`src/rtl/fzc_pkg.sv`:
```
package fzc_pkg;
  typedef enum logic [2:0] {
    S_IDLE,
    S_CAP_LO,
    S_CAP_HI,
    S_SW_FIRST,
    S_SWEEP,
    S_JUDGE,
    S_FINISH
  } cal_state_t;
endpackage

```
`src/rtl/fzc_pick.sv`:
```
// Lowest-index selector over the candidate vector.
module fzc_pick #(
  parameter int N = 256,
  localparam int IW = $clog2(N)
) (
  input  logic [N-1:0]  req,
  output logic          found,
  output logic [IW-1:0] idx
);
  always_comb begin
    found = 1'b0;
    idx   = '0;
    for (int i = N - 1; i >= 0; i--) begin
      if (req[i]) begin
        found = 1'b1;
        idx   = IW'(i);
      end
    end
  end

  // a reported winner is a requester
  always_comb begin
    if (found) begin
      assert_pick_is_request_R4: assert (req[idx]);
    end
  end
endmodule

```
`src/rtl/fzc_octant.sv`:
```
// Maps a DAC level to its coarse octant and that octant's inclusive edges.
module fzc_octant #(
  parameter int DAC_W = 10,
  parameter int OCT_W = 3,
  localparam int NOCT  = 2 ** OCT_W,
  localparam int NTRIP = NOCT - 1
) (
  input  logic [DAC_W-1:0]       level,
  input  logic [NTRIP*DAC_W-1:0] trips,
  output logic [OCT_W-1:0]       oct,
  output logic [DAC_W-1:0]       edge_lo,
  output logic [DAC_W-1:0]       edge_hi
);
  logic [DAC_W-1:0] tp     [NTRIP];
  logic [DAC_W-1:0] lo_tab [NOCT];
  logic [DAC_W-1:0] hi_tab [NOCT];

  for (genvar k = 0; k < NTRIP; k++) begin : g_unpack
    assign tp[k] = trips[k*DAC_W +: DAC_W];
  end

  for (genvar k = 0; k < NOCT; k++) begin : g_edges
    if (k == 0) begin : g_first
      assign lo_tab[k] = '0;
    end else begin : g_rest
      assign lo_tab[k] = tp[k-1];
    end
    if (k == NOCT - 1) begin : g_top
      assign hi_tab[k] = '1;
    end else begin : g_below
      assign hi_tab[k] = tp[k] - 1'b1;
    end
  end

  always_comb begin
    oct = '0;
    for (int k = 0; k < NTRIP; k++) begin
      if (tp[k] <= level) oct = oct + 1'b1;
    end
  end

  assign edge_lo = lo_tab[oct];
  assign edge_hi = hi_tab[oct];
endmodule

```
`src/rtl/fzc_cal_engine.sv`:
```
module fzc_cal_engine #(
  parameter int CODE_W    = 8,
  parameter int DAC_W     = 10,
  parameter int NCOMP     = 256,
  parameter int OCT_W     = 3,
  parameter int MAX_DELTA = 32,
  localparam int IDX_W   = $clog2(NCOMP),
  localparam int ENTRY_W = IDX_W + OCT_W + 2,
  localparam int NTRIP   = 2 ** OCT_W - 1,
  localparam int NFOLD   = NCOMP / 2
) (
  input  logic                   clk,
  input  logic                   rst_n,
  input  logic                   start,
  input  logic [NCOMP-1:0]       comp_out,
  input  logic [NTRIP*DAC_W-1:0] coarse_trip,
  output logic [DAC_W-1:0]       dac_code,
  output logic                   mem_we,
  output logic [CODE_W-1:0]      mem_addr,
  output logic [ENTRY_W-1:0]     mem_wdata,
  output logic                   done,
  output logic [NCOMP-1:0]       comp_en,
  output logic [NFOLD-1:0]       folder_en
);
  import fzc_pkg::*;

  localparam int NCODE = 2 ** CODE_W - 1;
  localparam int SH    = DAC_W - CODE_W;
  localparam int DEL_W = $clog2(MAX_DELTA + 1);

  function automatic logic [DAC_W-1:0] ideal_of(input logic [CODE_W-1:0] c);
    return DAC_W'(c) << SH;
  endfunction

  function automatic logic [DAC_W-1:0] win_lo(input logic [DAC_W-1:0] c,
                                              input logic [DEL_W-1:0] d);
    return (c > DAC_W'(d)) ? c - DAC_W'(d) : '0;
  endfunction

  function automatic logic [DAC_W-1:0] win_hi(input logic [DAC_W-1:0] c,
                                              input logic [DEL_W-1:0] d);
    logic [DAC_W:0] s;
    s = {1'b0, c} + (DAC_W + 1)'(d);
    return s[DAC_W] ? '1 : s[DAC_W-1:0];
  endfunction

  cal_state_t        state;
  logic [CODE_W-1:0] code;
  logic [DEL_W-1:0]  delta;
  logic [NCOMP-1:0]  used, rejected, snap_lo;
  logic [IDX_W-1:0]  cand_idx;
  logic              cand_pol, prev_bit;
  logic [1:0]        toggles;

  // named internal events
  logic [DAC_W-1:0]  ideal, edge_lo, edge_hi;
  logic [OCT_W-1:0]  oct;
  logic [NCOMP-1:0]  cand_req;
  logic              pick_found;
  logic [IDX_W-1:0]  pick_idx;
  logic              cur_bit, at_max, last_code, sweep_end, start_ok;
  logic              ev_miss, ev_accept, ev_reject, ev_giveup, ev_widen, ev_write;

  assign ideal = ideal_of(code);

  fzc_octant #(.DAC_W(DAC_W), .OCT_W(OCT_W)) u_oct (
    .level(ideal), .trips(coarse_trip), .oct(oct),
    .edge_lo(edge_lo), .edge_hi(edge_hi)
  );

  assign cand_req = (snap_lo ^ comp_out) & ~used & ~rejected;

  fzc_pick #(.N(NCOMP)) u_pick (.req(cand_req), .found(pick_found), .idx(pick_idx));

  assign cur_bit   = comp_out[cand_idx];
  assign at_max    = (delta == DEL_W'(MAX_DELTA));
  assign last_code = (code == CODE_W'(NCODE));
  assign sweep_end = (dac_code == edge_hi);
  assign start_ok  = start && (state == S_IDLE || state == S_FINISH);
  assign ev_miss   = (state == S_CAP_HI) && !pick_found;
  assign ev_accept = (state == S_JUDGE) && (toggles == 2'd1);
  assign ev_reject = (state == S_JUDGE) && (toggles != 2'd1);
  assign ev_giveup = (ev_miss || ev_reject) && at_max;
  assign ev_widen  = (ev_miss || ev_reject) && !at_max;
  assign ev_write  = ev_accept || ev_giveup;

  always_ff @(posedge clk) begin
    if (!rst_n) begin
      state     <= S_IDLE;
      code      <= '0;
      delta     <= '0;
      used      <= '0;
      rejected  <= '0;
      snap_lo   <= '0;
      cand_idx  <= '0;
      cand_pol  <= 1'b0;
      prev_bit  <= 1'b0;
      toggles   <= '0;
      dac_code  <= '0;
      mem_we    <= 1'b0;
      mem_addr  <= '0;
      mem_wdata <= '0;
    end else begin
      mem_we <= 1'b0;
      unique case (state)
        S_IDLE, S_FINISH: begin
          if (start_ok) begin
            state    <= S_CAP_LO;
            code     <= CODE_W'(1);
            delta    <= DEL_W'(1);
            used     <= '0;
            rejected <= '0;
            dac_code <= win_lo(ideal_of(CODE_W'(1)), DEL_W'(1));
          end
        end
        S_CAP_LO: begin
          snap_lo  <= comp_out;
          dac_code <= win_hi(ideal, delta);
          state    <= S_CAP_HI;
        end
        S_CAP_HI: begin
          if (pick_found) begin
            cand_idx <= pick_idx;
            cand_pol <= snap_lo[pick_idx];
            dac_code <= edge_lo;
            state    <= S_SW_FIRST;
          end
        end
        S_SW_FIRST, S_SWEEP: begin
          if (state == S_SW_FIRST) toggles <= '0;
          else if (cur_bit != prev_bit && toggles != 2'd2) toggles <= toggles + 1'b1;
          prev_bit <= cur_bit;
          if (sweep_end) state <= S_JUDGE;
          else begin
            dac_code <= dac_code + 1'b1;
            state    <= S_SWEEP;
          end
        end
        S_JUDGE: begin
          if (ev_reject) rejected[cand_idx] <= 1'b1;
          if (ev_accept) used[cand_idx]     <= 1'b1;
        end
        default: state <= S_IDLE;
      endcase

      if (ev_widen) begin
        delta    <= delta + 1'b1;
        dac_code <= win_lo(ideal, delta + 1'b1);
        state    <= S_CAP_LO;
      end

      if (ev_write) begin
        mem_we    <= 1'b1;
        mem_addr  <= code;
        mem_wdata <= {ev_accept, (ev_accept ? cand_idx : IDX_W'(0)), oct,
                      (ev_accept & cand_pol)};
        if (last_code) begin
          state <= S_FINISH;
        end else begin
          code     <= code + 1'b1;
          delta    <= DEL_W'(1);
          rejected <= '0;
          dac_code <= win_lo(ideal_of(code + 1'b1), DEL_W'(1));
          state    <= S_CAP_LO;
        end
      end
    end
  end

  assign done    = (state == S_FINISH);
  assign comp_en = done ? used : '1;

  for (genvar f = 0; f < NFOLD; f++) begin : g_folder
    assign folder_en[f] = comp_en[2*f] | comp_en[2*f+1];
  end

  // ---------------- assertions ----------------
  logic [CODE_W-1:0] wr_prev;
  logic [IDX_W:0]    valid_cnt;

  always_ff @(posedge clk) begin
    if (!rst_n || start_ok) begin
      wr_prev   <= '0;
      valid_cnt <= '0;
    end else if (mem_we) begin
      wr_prev   <= mem_addr;
      valid_cnt <= valid_cnt + (IDX_W + 1)'(mem_wdata[ENTRY_W-1]);
    end
  end

  assert_write_order_R2: assert property (@(posedge clk) disable iff (!rst_n)
    mem_we |-> (mem_addr == CODE_W'(wr_prev + 1'b1)));

  assert_delta_range_R3: assert property (@(posedge clk) disable iff (!rst_n)
    (state != S_IDLE && state != S_FINISH) |->
      (delta >= DEL_W'(1) && delta <= DEL_W'(MAX_DELTA)));

  assert_no_reuse_R4: assert property (@(posedge clk) disable iff (!rst_n)
    ev_accept |-> !used[cand_idx]);

  assert_sweep_in_octant_R5: assert property (@(posedge clk) disable iff (!rst_n)
    (state == S_SWEEP) |-> (dac_code >= edge_lo && dac_code <= edge_hi));

  assert_power_matches_writes_R10: assert property (@(posedge clk) disable iff (!rst_n)
    $rose(done) |->
      ($countones(comp_en) == int'(valid_cnt) + int'(mem_we & mem_wdata[ENTRY_W-1])));
endmodule

```
`config.mk`:
```
export PLATFORM = sky130hd
export DESIGN_NAME = fzc_cal_engine
export DESIGN_NICKNAME = d
export VERILOG_FILES = /design/src/rtl/fzc_pkg.sv /design/src/rtl/fzc_pick.sv /design/src/rtl/fzc_octant.sv /design/src/rtl/fzc_cal_engine.sv
export SDC_FILE = /design/constraint.sdc
export NUM_CORES = 2
export LEC_CHECK = 0
export BUFFER_PORTS_ARGS = -buffer_cell sky130_fd_sc_hd__buf_2
export CORE_UTILIZATION = 35
export CTS_CLUSTER_DIAMETER = 200
export DETAILED_ROUTE_END_ITERATION = 8
export PLACE_DENSITY = 0.6
export SLEW_MARGIN = 30
export SYNTH_ARGS = -nofsm -noshare
export SYNTH_HDL_FRONTEND = slang
export SYNTH_HIERARCHICAL = 1
export SYNTH_SLANG_ARGS = --single-unit
```
`constraint.sdc`:
```
create_clock -name clk -period 7.55 [get_ports clk]
set_input_delay 0.3775 -clock clk [delete_from_list [all_inputs] [get_ports clk]]
set_output_delay 0.3775 -clock clk [all_outputs]
set_load 0.05 [all_outputs]
```
==> summary.log <==
[outcome] status finished clean
[finish] leading cell type in the layout, fill and taps excluded sky130_fd_sc_hd__dfxtp_1
[yosys] largest family of logic cells by synthesized area simple AND/OR/NAND/NOR gates
[floorplanning] top-level I/O count 746
[finish] final std cells w/o fill 8,455
[placement] post-detailed-placement cell area 52,570 sq um
[floorplanning] area of the core 132,000 sq um
[timing] final sum of negative setup slack 0 ns
[power_and_ir_drop] Leakage Power 20.57 nW
[setup_path] cell with the largest stage delay on the worst path sky130_fd_sc_hd__or4b_4
[setup_path] endpoint required time on the critical path 8.14 ns
[cts] clock latency of the later-clocked register in the worst-skew pair 0.72 ns
[timing] Final Hold Fails 0
[finish] Sequential cell area 16,610 sq um
[placement] final weighted congestion in routability-driven placement 0.9636
[cts] CTS tree yes
[finish] final instance area 58,740 sq um
[timing] Setup Viol. Count Final 0
[global_route] overall overflow remaining after global route 0
[setup_path] arrival time worst endpoint 8.06 ns
[cts] Clk Tree Root Cell sky130_fd_sc_hd__clkbuf_16
[floorplanning] total number of placement rows 133
[yosys] xor and xnor area share after synthesis 6.844%
[global_route] maximum number of pins on one net before global-route repair 188
[timing] unrepaired setup endpoints after global routing true
[timing] clock period minus final worst setup slack 7.470 ns
[min_path] Min-Delay Path Class in -> reg
[floorplanning] Die Ht 367.4 um
[timing] normalized max-slew margin 27.43%
[finish] Final Net Count 7,032
[drt] vias 49,372
[finish] share of final-layout standard cells stronger than drive strength 1 19.67%
[finish] post-layout util 44.51%
[job] Maximum Capacitance Violations 0
[yosys] multiplexer fraction of the synthesized cell area 9.281%
[floorplanning] width of the die 367.4 um
[finish] Synth-to-Final Area Change 25.71%
[finish] commonest non-fill, non-tap cells in the layout sky130_fd_sc_hd__dfxtp_1 (824), sky130_fd_sc_hd__nand2_1 (783), sky130_fd_sc_hd__buf_2 (745)
[cts] clock-pin slew on the worst setup and hold paths 0.06 ns
[setup_path] Top cell by count, worst path sky130_fd_sc_hd__o21a_1
[drt] detailed-router iteration count before antenna repair 6
[power_and_ir_drop] power density normalized to cell area 298.6 nW/um^2
[global_route] number of global-route vias before repair 45,890
[timing] clock skew 0.03219 ns
[yosys] warnings from Yosys 6
[drt] post-detailed-route wirelength per cell 27.15 um
[global_route] first-pass GRT wire length 324.2 mm
[drt] Antenna Nets Post-Route 0
[yosys] cells after synthesis 5,724
[drt] via-per-instance ratio 5.839
[setup_path] Max FO, Critical Path 6
[global_route] combined global-route utilization of all metal layers 32.50%
[drt] uppermost routed layer met5
[yosys] Post-synth EDFFs 0
[yosys] Synth Area in Compound Gates 16.40%
[setup_path] type of the setup path with the least slack reg -> reg
[yosys] register bit total from synthesis 829
[yosys] Yosys top cell by area sky130_fd_sc_hd__dfxtp_1
[drt] met2 layer wire length in the routed design 104.6 mm
[timing] final count of pins violating max slew 0
[power_and_ir_drop] final total power 17.54 mW
[floorplanning] starting density of the core 35.41%
[timing] pin slew with the least headroom to its limit 1.079 ns
[timing] period utilization 98.94%
[timing] maximum achievable frequency 133.9 MHz
[cts] clock tree sinks 829
[placement] PortBufs 745
[finish] Multi-input gate area 28,540 sq um
[yosys] ranking of synthesized cells by area sky130_fd_sc_hd__dfxtp_1 (36%), sky130_fd_sc_hd__a21oi_1 (6.9%), sky130_fd_sc_hd__mux4_2 (6.7%)
[setup_path] critical path launch point type flop
[finish] fill cell total of the finished layout 12,959
[yosys] most used flip-flop cell after synthesis sky130_fd_sc_hd__dfxtp_1
[cts] H-tree levels 3
[setup_path] slowest stage delay, CP 0.52 ns
[placement] number of cells in the design after placement 8,002
[power_and_ir_drop] Worst IR Drop VDD 0.0001780 V
[yosys] Synth Area in Adders 2.675%
[yosys] FFs w/ async S/R, synth 0%
[floorplanning] die outline area 135,000 sq um
[drt] met3 wirelength from detailed routing 20.58 mm
[yosys] portion of synthesized cell area occupied by the leading cell type 35.52%
[placement] HPWL after DPL 166.8 mm
[cts] Max Root-Sink Buffers 3
[yosys] sequential fraction of the synthesis area 35.52%
[yosys] Syn Std Cell Area 46,730 sq um
[yosys] synthesized area per cell 8.163 sq um
[setup_path] endpoint type of the worst setup path flop
[drt] Metal-1 WL 91.00 mm
[global_route] number of antenna violations at the first check in global routing 29
[cts] clock buffers created by TritonCTS 93
[drt] DRC violation count after routing 0
[yosys] number of distinct library cells after synthesis 106
[yosys] fraction of the mapped netlist area in simple logic gates 24.96%
[drt] DR iter-0 viols 5,694
[drt] final wirelength 229.6 mm
state kept, by name (all words and copies together), names as in the netlist, 8 cells and up:
register   cells
dac_code      10
mem_wdata     13
code           8
mem_addr       8
cand_idx       8
used         256
rejected     256
snap_lo      256
cells in the mapped netlist (all sizes together) (53+ instances only):
cell / instances
or3: 138
xnor2: 309
buf: 96
mux2i: 74
ha: 95
a22o: 53
dfxtp: 829
mux4: 150
o21ai: 163
nor4: 92
inv: 103
nor2: 613
nand2: 789
nor3: 346
clkbuf: 273
a21oi: 644
a22oi: 160
nand2b: 285
power breakdown:
part / internal [mW] / switching, mW
Sequential: 4.77 / 0.475
Combinational: 2.41 / 4.88
Clock: 2.95 / 2.05
Total: 10.1 / 7.41
critical path, delay by kind of cell, from the launching register on:
kind | cells | cell delay [ns]
adder cells (fa/ha/maj) | 5 | 1.26
buffers and inverters | 6 | 0.74
XOR/XNOR | 4 | 0.84
AND/OR/NAND/NOR | 6 | 1.43
AO/OA/AOI/OAI | 20 | 2.73
flip-flops | 1 | 0.32
stage by stage:
step	hold WS, ns	setup WS [ns]
final	0.07226	0.08019
after global placement	0.4348	-0.4293
after CTS	0.01683	0.007672
after floorplan	0.4263	0.001024
after detailed placement	0.4444	-0.4950
after global routing	0.04795	-0.2567
final cells by class:
cell class	instances	share of cell area, %
Antenna cell	16	0.06816
Clock buffer	121	4.399
Clock inverter	51	1.225
Inverter	104	0.6902
Multi-Input combinational cell	4429	48.58
Sequential cell	829	28.28
Tap cell	1755	3.738
Timing Repair Buffer	1150	13.02
timing repair:
| item | in CTS | in global routing |
|---|---|---|
| endpoints found under the setup margin | 11 | 11 |
| hold endpoints to repair | 256 | 0 |
| hold buffers | 256 | 0 |
| gates resized for setup | 13 | 27 |
| pin swaps | 13 | 22 |
| buffers inserted | 4 | 4 |
| cloned | 0 | 1 |
path summary, 6_finish.rpt:
check	slack [ns]	cells after the start	from	to
max reg2reg	0.08	41	code[0]	dac_code[0]
max	0.08	41	code[0]	dac_code[0]
min	0.07	3	rst_n	state[0]
min reg2reg	0.45	2	mem_addr[1]	mem_addr[1]
routing by layer:
layer	vias up	global-route usage, %
li1	22039	-
met1	23888	41.75
met2	2854	51.92
met3	581	5.695
met4	10	16.95
met5	-	0
cell families after synthesis:
group / Yosys count
compound gates: 1256
xor+xnor: 360
fa+ha+maj: 100
buf+inv: 473
flops: 829
mux: 240
other cells: 1
simple gates: 2465
Note: power is estimated with default switching activity, not from simulation.
